### config.mk
export PLATFORM = sky130hd
export DESIGN_NAME = brskip_eval
export DESIGN_NICKNAME = d
export VERILOG_FILES = /design/src/rtl/brskip_pkg.sv /design/src/rtl/brskip_ctrl.sv /design/src/rtl/brskip_dpath.sv /design/src/rtl/brskip_eval.sv
export SDC_FILE = /design/constraint.sdc
export NUM_CORES = 1
export LEC_CHECK = 0
export ABC_CLOCK_PERIOD_IN_PS = 900
export CAP_MARGIN = 20
export CELL_PAD_IN_SITES_DETAIL_PLACEMENT = 0
export CELL_PAD_IN_SITES_GLOBAL_PLACEMENT = 2
export CORE_MARGIN = 2
export CORE_UTILIZATION = 28
export CTS_CLUSTER_SIZE = 12
export DETAILED_ROUTE_END_ITERATION = 7
export PLACE_DENSITY = 0.89
export SLEW_MARGIN = 15
export SYNTH_ARGS = -nofsm -noshare
export SYNTH_HDL_FRONTEND = slang
export SYNTH_SLANG_ARGS = --single-unit
### constraint.sdc
create_clock -name clk -period 0.9 [get_ports clk]
set_input_delay 0.135 -clock clk [delete_from_list [all_inputs] [get_ports clk]]
set_output_delay 0.135 -clock clk [all_outputs]
set_load 0.005 [all_outputs]
### src/rtl/brskip_pkg.sv
package brskip_pkg;

  localparam int SR_W = 8;
  localparam int IDX_W = 3;
  localparam int CYC_W = 2;

  // status byte positions the condition logic depends on
  localparam int FLAG_NEG = 2;
  localparam int FLAG_OVF = 3;
  localparam int FLAG_SIGN = 4;

  typedef enum logic [1:0] {
    MODE_BRANCH  = 2'b00,
    MODE_SKIP_EQ = 2'b01,
    MODE_SKIP_BIT = 2'b10,
    MODE_SEQ     = 2'b11
  } evalMode_t;

  localparam logic [CYC_W-1:0] CYC_ONE   = 2'd1;
  localparam logic [CYC_W-1:0] CYC_TWO   = 2'd2;
  localparam logic [CYC_W-1:0] CYC_THREE = 2'd3;

  // strobes from control to datapath
  typedef struct packed {
    logic fire;       // capture a result this clock
    logic take;       // condition met
    logic useOffset;  // taken target is the relative branch target
    logic longSkip;   // taken skip jumps over a two-word instruction
  } ctlStrobe_t;

endpackage

### src/rtl/brskip_ctrl.sv
module brskip_ctrl
  import brskip_pkg::*;
(
  input  logic             evalValid,
  input  logic [1:0]       opMode,
  input  logic [SR_W-1:0]  statusReg,
  input  logic [IDX_W-1:0] flagIdx,
  input  logic             testSet,
  input  logic             regEqual,
  input  logic             testedBit,
  input  logic             nextIsTwoWord,
  output ctlStrobe_t       strobe
);

  // per-index view of the flags; the sign slot is rebuilt from N and V
  logic [SR_W-1:0] flagView;

  genvar gi;
  generate
    for (gi = 0; gi < SR_W; gi++) begin : gFlag
      if (gi == FLAG_SIGN) begin : gSign
        assign flagView[gi] = statusReg[FLAG_NEG] ^ statusReg[FLAG_OVF];
      end else begin : gRaw
        assign flagView[gi] = statusReg[gi];
      end
    end
  endgenerate

  evalMode_t modeSel;
  logic      flagBit;
  logic      condMet;

  always_comb begin
    modeSel = evalMode_t'(opMode);
    flagBit = flagView[flagIdx];
    unique case (modeSel)
      MODE_BRANCH:   condMet = (flagBit == testSet);
      MODE_SKIP_EQ:  condMet = regEqual;
      MODE_SKIP_BIT: condMet = (testedBit == testSet);
      default:       condMet = 1'b0;
    endcase
  end

  always_comb begin
    strobe.fire      = evalValid;
    strobe.take      = condMet;
    strobe.useOffset = (modeSel == MODE_BRANCH);
    strobe.longSkip  = (modeSel != MODE_BRANCH) && nextIsTwoWord;
  end

endmodule

### src/rtl/brskip_dpath.sv
module brskip_dpath
  import brskip_pkg::*;
#(
  parameter int PC_W  = 16,
  parameter int OFF_W = 7
) (
  input  logic             clk,
  input  logic             rstN,
  input  ctlStrobe_t       strobe,
  input  logic [PC_W-1:0]  curPc,
  input  logic [OFF_W-1:0] offset,
  output logic             resValid,
  output logic [PC_W-1:0]  nextPc,
  output logic             taken,
  output logic [CYC_W-1:0] cycles
);

  localparam int EXT_W = PC_W - OFF_W;
  localparam logic [PC_W-1:0] STEP_ONE   = PC_W'(1);
  localparam logic [PC_W-1:0] STEP_TWO   = PC_W'(2);
  localparam logic [PC_W-1:0] STEP_THREE = PC_W'(3);

  logic [PC_W-1:0]  offExt;
  logic [PC_W-1:0]  seqPc;
  logic [PC_W-1:0]  branchPc;
  logic [PC_W-1:0]  skipPc;
  logic [PC_W-1:0]  pcSel;
  logic [CYC_W-1:0] cycSel;

  assign offExt   = {{EXT_W{offset[OFF_W-1]}}, offset};
  assign seqPc    = curPc + STEP_ONE;
  assign branchPc = seqPc + offExt;
  assign skipPc   = curPc + (strobe.longSkip ? STEP_THREE : STEP_TWO);

  always_comb begin
    if (!strobe.take) begin
      pcSel  = seqPc;
      cycSel = CYC_ONE;
    end else if (strobe.useOffset) begin
      pcSel  = branchPc;
      cycSel = CYC_TWO;
    end else begin
      pcSel  = skipPc;
      cycSel = strobe.longSkip ? CYC_THREE : CYC_TWO;
    end
  end

  always_ff @(posedge clk or negedge rstN) begin
    if (!rstN) begin
      resValid <= 1'b0;
      nextPc   <= '0;
      taken    <= 1'b0;
      cycles   <= '0;
    end else begin
      resValid <= strobe.fire;
      if (strobe.fire) begin
        nextPc <= pcSel;
        taken  <= strobe.take;
        cycles <= cycSel;
      end
    end
  end

endmodule

### src/rtl/brskip_eval.sv
module brskip_eval
  import brskip_pkg::*;
#(
  parameter int PC_W  = 16,
  parameter int OFF_W = 7
) (
  input  logic             clk,
  input  logic             rstN,
  input  logic             evalValid,
  input  logic [1:0]       opMode,
  input  logic [7:0]       statusReg,
  input  logic [2:0]       flagIdx,
  input  logic             testSet,
  input  logic [OFF_W-1:0] offset,
  input  logic [PC_W-1:0]  curPc,
  input  logic             regEqual,
  input  logic             testedBit,
  input  logic             nextIsTwoWord,
  output logic             resValid,
  output logic [PC_W-1:0]  nextPc,
  output logic             taken,
  output logic [1:0]       cycles
);

  ctlStrobe_t strobe;

  brskip_ctrl uCtrl (
    .evalValid     (evalValid),
    .opMode        (opMode),
    .statusReg     (statusReg),
    .flagIdx       (flagIdx),
    .testSet       (testSet),
    .regEqual      (regEqual),
    .testedBit     (testedBit),
    .nextIsTwoWord (nextIsTwoWord),
    .strobe        (strobe)
  );

  brskip_dpath #(.PC_W(PC_W), .OFF_W(OFF_W)) uDpath (
    .clk      (clk),
    .rstN     (rstN),
    .strobe   (strobe),
    .curPc    (curPc),
    .offset   (offset),
    .resValid (resValid),
    .nextPc   (nextPc),
    .taken    (taken),
    .cycles   (cycles)
  );

endmodule

# After elaboration in Yosys (flattened, before gate mapping)
# Index checks and enable logic that the tools add are counted.
# word_totals
ff_bits	20
out_inout_bits	20
input_bits	43
wordCells	25
# op_classes
addsub	3
order_cmp	1
reduce_logical	3
n_bitwise	1
eq_ne	4
n_mux	9
# op_table
op	n
16-bit adder	2
16-bit 2-to-1 mux	2
16-bit by 1-bit adder with 16-bit output, second input constant	1
3-bit by 4-bit < comparator with 1-bit output, second input constant	1
2-bit 2-to-1 mux	2
1-bit binary-select mux with 3-bit select	1
1-bit 2-to-1 mux	3
1-bit case mux with 3 select lines	1
1-bit equality test	2
2-bit by 1-bit equality test with 1-bit output, second input constant	1
2-bit equality test, second input constant	1
2-bit logical NOT	1
2-bit nonzero test	1
1-bit logical AND	1
1-bit bitwise XOR	1

# Longest topological paths before layout
# logic_depth
word_depth	6
depth_mapped	13
depth_no_buf	11

# Modules after synthesis
# Synthesis repeated with hierarchy kept, for this count alone.
# hier_totals
hier_cells	329
area_unflattened_um2	2532.4
# by_module_without_submodules
module	area_per_inst_um2	instances	cells_each	seq_area_each_um2
brskip_dpath	2337.2	1	307	475.5
brskip_ctrl	195.2	1	22	0.0

# Worst setup path before layout
# OpenSTA, ideal clock, no wires.
# synth_timing
path_type	input-to-reg
startpoint	input curPc[3]
endpoint	register uDpath.nextPc[15]
setup_time_ns	0.126
arrival_time_ns	2.702
cell_stages	13
t_required_ns	0.774
path_buffers	2
path_slack_ns	-1.928
path_cell_list	clkbuf_1 -> and4_1 -> nand2_1 -> or3_1 -> xnor2_1 -> ha_1 -> clkbuf_1 -> a21oi_1 -> o211ai_1 -> a21oi_1 -> a21oi_1 -> nand3b_1 -> a221o_1
# synth_between
elab_chain_cells	4
elab_cells_between_ends	5
cone_classes	add/sub (3); mux (2)
# synth_rtl
item	line_no	source
from (decl)	brskip_eval.sv:15	input logic [PC_W-1:0] curPc,
16-bit by 1-bit adder with 16-bit output	brskip_dpath.sv:31	assign seqPc = curPc + STEP_ONE;
16-bit adder	brskip_dpath.sv:32	assign branchPc = seqPc + offExt;
16-bit 2-to-1 mux	brskip_dpath.sv:39	end else if (strobe.useOffset) begin
16-bit 2-to-1 mux (*)	brskip_dpath.sv:36	if (!strobe.take) begin
to (signal assigned)	brskip_dpath.sv:57	nextPc <= pcSel;
to (decl)	brskip_dpath.sv:13	output logic [PC_W-1:0] nextPc,
# Mark *: on every way between the ends. The rest lies on a longest branch, timed or not.
# A chain may end at the register's enable or synchronous reset.

# Final worst setup path
# layout_timing
startpoint	input curPc[2]
endpoint	register uDpath.nextPc[15]
# The elaborated chain is that of the path after synthesis.

==> run_results.csv <==
group,metric,value,unit
yosys,yosysSeqAreaShare,0.190,
setup_path,start_kind,"input port",
setup_path,rr_startpoint,"uDpath.nextPc[12]",
floorplan,start_util,0.287,
place,place_inst,588,
global_route,grt_max_degree,22,
setup_path,critPathCaptureType,"flop",
place,dp_hpwl,7.48,mm
setup_path,cp.arrival,2.48,ns
finish,finalNonFillerCells,631,
power_and_ir_drop,combPwrFrac,0.651,
finish,diodes,0,
drt,routed_wirelength,11.0,mm
yosys,synth_fp_nets,386,
setup_path,reg2reg_depth,4,
power_and_ir_drop,sw_frac_of_total,0.384,
power_and_ir_drop,power.total,4950,uW
drt,ant_nets,0,
sta,worst_slack,-1.42,ns
floorplan,rows,34,
flow_run,maxCapViolations,0,
clock_tree,clock_latency,0.27,ns
place,portBuffers,61,
setup_path,cp.required,1.07,ns
drt,drt-pass1-iter-count,4,
floorplan,core_region_area,8720,um^2
setup_path,r2r-end,"uDpath.nextPc[12]",
yosys,async_flop_share,1.00,
power_and_ir_drop,ir_drop,0.668,mV
yosys,synth_area,2510,um^2
clock_tree,cts_buffer_depth,2,
finish,nNetsFinal,590,
floorplan,die_area,9720,um^2
clock_tree,clock-root-buffer,"clkbuf_8",
yosys,synth_top_area_frac,0.190,
drt,routedWlPerCell,17.4,um
finish,drive_gt1_frac,0.579,
global_route,antenna_found_initial,0,
finish,fin_area,5160,um^2
sta,fmax,432,MHz
yosys,synth_edf_count,0,
sta,setup_viol,36,
sta,period_minus_slack,2.32,ns
drt,drc,0,
finish,area_growth,106,%
global_route,grt_use_total,0.219,
clock_tree,h-tree-depth,1,
floorplan,die_h,98.6,um
setup_path,cp_max_fo,4,
drt,drt-vias-per-instance,5.20,
yosys,yosys_register_bits,19,
yosys,ys.flop_type,"dfrtp_1",
run_status,violations,"setup timing",
sta,finalCritPeriodShare,2.57,
clock_tree,cts_made_buffers,3,
floorplan,die_w,98.6,um
power_and_ir_drop,leakage,0.00225,uW
yosys,postSynthAreaPerCell,7.83,um^2
hold_path,hold_path.class,"in2async",
setup_path,path_class,"in2reg",
setup_path,reg2reg_slack,-0.04,ns
yosys,synth_cell_type_count,57,
sta,hold_ws,0.194,ns
drt,drtIter0Drc,176,
place,dpl_cell_area,4270,um^2
global_route,grt_first_pass_wirelength,17.0,mm
sta,slew_headroom,0.740,
power_and_ir_drop,internal-power,3050,uW
place,gp_congestion,1.03,
global_route,grt_overflow_total,0,
power_and_ir_drop,pwr_density_cell,960,nW/um^2
yosys,yosysTopAreaCell,"dfrtp_1",
floorplan,pin_count,63,
sta,worst_pin_slew,0.386,ns
sta,final_hold_viol_count,0,
yosys,netlist_instances,320,
power_and_ir_drop,p_switching,1900,uW
clock_tree,cts.clk_slew.worst_paths,0.09,ns
sta,finalClockSkew,0,ns
sta,rsz0062_at_grt,"true",
power_and_ir_drop,clkPwrFrac,0.137,
clock_tree,numClockSinks,19,
yosys,synth.area.top_cells,"dfrtp_1, ha_1, xnor2_1",
power_and_ir_drop,sequentialPowerShare,0.212,
global_route,grt_pass1_vias,3456,
run_status,status,"finished, violations left",
drt,via_count,3279,
sta,drv_slew,0,
yosys,yosysWarnings,0,
clock_tree,cts_tree,"built",
-- routing by layer --
| layer | vias up | wire length [um] | track usage | part of all wire |
|---|---|---|---|---|
| met5 | - | 0 | 0 | 0 |
| met4 | 0 | 316 | 0.0759 | 0.029 |
| met3 | 24 | 469 | 0.0277 | 0.043 |
| met2 | 104 | 5680 | 0.401 | 0.52 |
| met1 | 1565 | 4500 | 0.262 | 0.41 |
| li1 | 1586 | - | - | - |
-- cell usage after synthesis, drive strengths merged (5+ instances only) --
library cell  number
xnor2             25
nor2              29
a211oi             6
o21ai             13
inv                9
nand4             13
ha                22
nand2             37
clkbuf            13
dfrtp             19
a21oi             25
xor2              13
and2               5
o211ai            10
a31oi              7
nand3             11
buf                5
-- state kept, by name, indices dropped and copies added, names as in the netlist --
register,count
uDpath.resValid,1
uDpath.cycles,2
uDpath.nextPc,16
-- how the worst max path moves through the flow --
stage	from	endpoint	slack [ns]
after floorplan	curPc[3]	uDpath.nextPc[15]	-1.60
after global placement	curPc[1]	uDpath.nextPc[14]	-2.19
after detailed placement	curPc[1]	uDpath.nextPc[14]	-2.27
after CTS	curPc[0]	uDpath.nextPc[14]	-1.37
after global routing	curPc[0]	uDpath.nextPc[15]	-1.54
final	curPc[2]	uDpath.nextPc[15]	-1.42
-- kinds of logic (layout without fill, tap and decap cells) --
logic type | Yosys count | in the layout | share of synthesized area
AO/OA/AOI/OAI | 88 | 88 | 0.241
XOR/XNOR | 39 | 39 | 0.142
adder cells (fa/ha/maj) | 23 | 23 | 0.118
buffers and inverters | 27 | 229 | 0.0489
flip-flops | 19 | 19 | 0.190
multiplexers | 5 | 5 | 0.0315
AND/OR/NAND/NOR | 119 | 120 | 0.229
-- worst max-delay path, stage by stage --
cell	delay, ns
buf_8	0.08
nand4_1	0.12
or3_4	0.46
nor2_4	0.15
xor2_2	0.09
ha_1	0.28
a211oi_2	0.29
o211ai_1	0.16
a21oi_2	0.18
a21oi_1	0.08
nand3b_1	0.16
a221o_1	0.29
-- timing repair --
| item | in CTS | in global routing |
|---|---|---|
| hold buffers | 0 | 0 |
| resized for setup | 251 | 40 |
| pin swaps | 74 | 54 |
| setup buffers | 22 | 18 |
| cloned | 1 | 0 |
| endpoints found under the setup margin | 38 | 38 |
-- cell usage in the layout, fill, tap and decap left out, types with 8 or more instances in the layout --
master / synthesis / routed
buf_2: 2 / 24
xnor2_2: 0 / 10
a21oi_2: 0 / 13
o211ai_1: 10 / 10
nand4_1: 13 / 13
buf_6: 2 / 27
xnor2_1: 25 / 12
nor2_1: 29 / 22
buf_4: 1 / 128
ha_4: 0 / 11
xor2_1: 13 / 8
nand2_1: 37 / 29
ha_1: 22 / 8
dfrtp_1: 19 / 19
clkdlybuf4s50_1: 0 / 16
-- stage by stage --
step                setup TNS, ns   util  worst slack, ns
floorplan                  -19.80      -            -1.60
global placement           -34.85  0.489            -2.19
detailed placement         -35.80  0.489            -2.27
CTS                        -19.77  0.553            -1.37
global route               -22.34  0.592            -1.54
finish                     -20.38  0.592            -1.42
-- power by group through the flow --
stage	clock, uW	sequential [uW]	combinational (uW)
5_1_grt	718	1070	3450
3_3_place_gp	0	1070	2470
4_1_cts	687	1050	2900
3_5_place_dp	0	1070	2510
6_report	680	1050	3220
2_1_floorplan	0	1070	1210
-- area by class of cell --
class	count	area, um^2
fillers	733	3560
repair buffers	216	1820
well taps	108	135
clock buffers	4	45.0
flip-flops and latches	19	475
multi-input cells	275	2650
inverters	9	36.3
No activity file was read; power rests on OpenSTA's default activity.
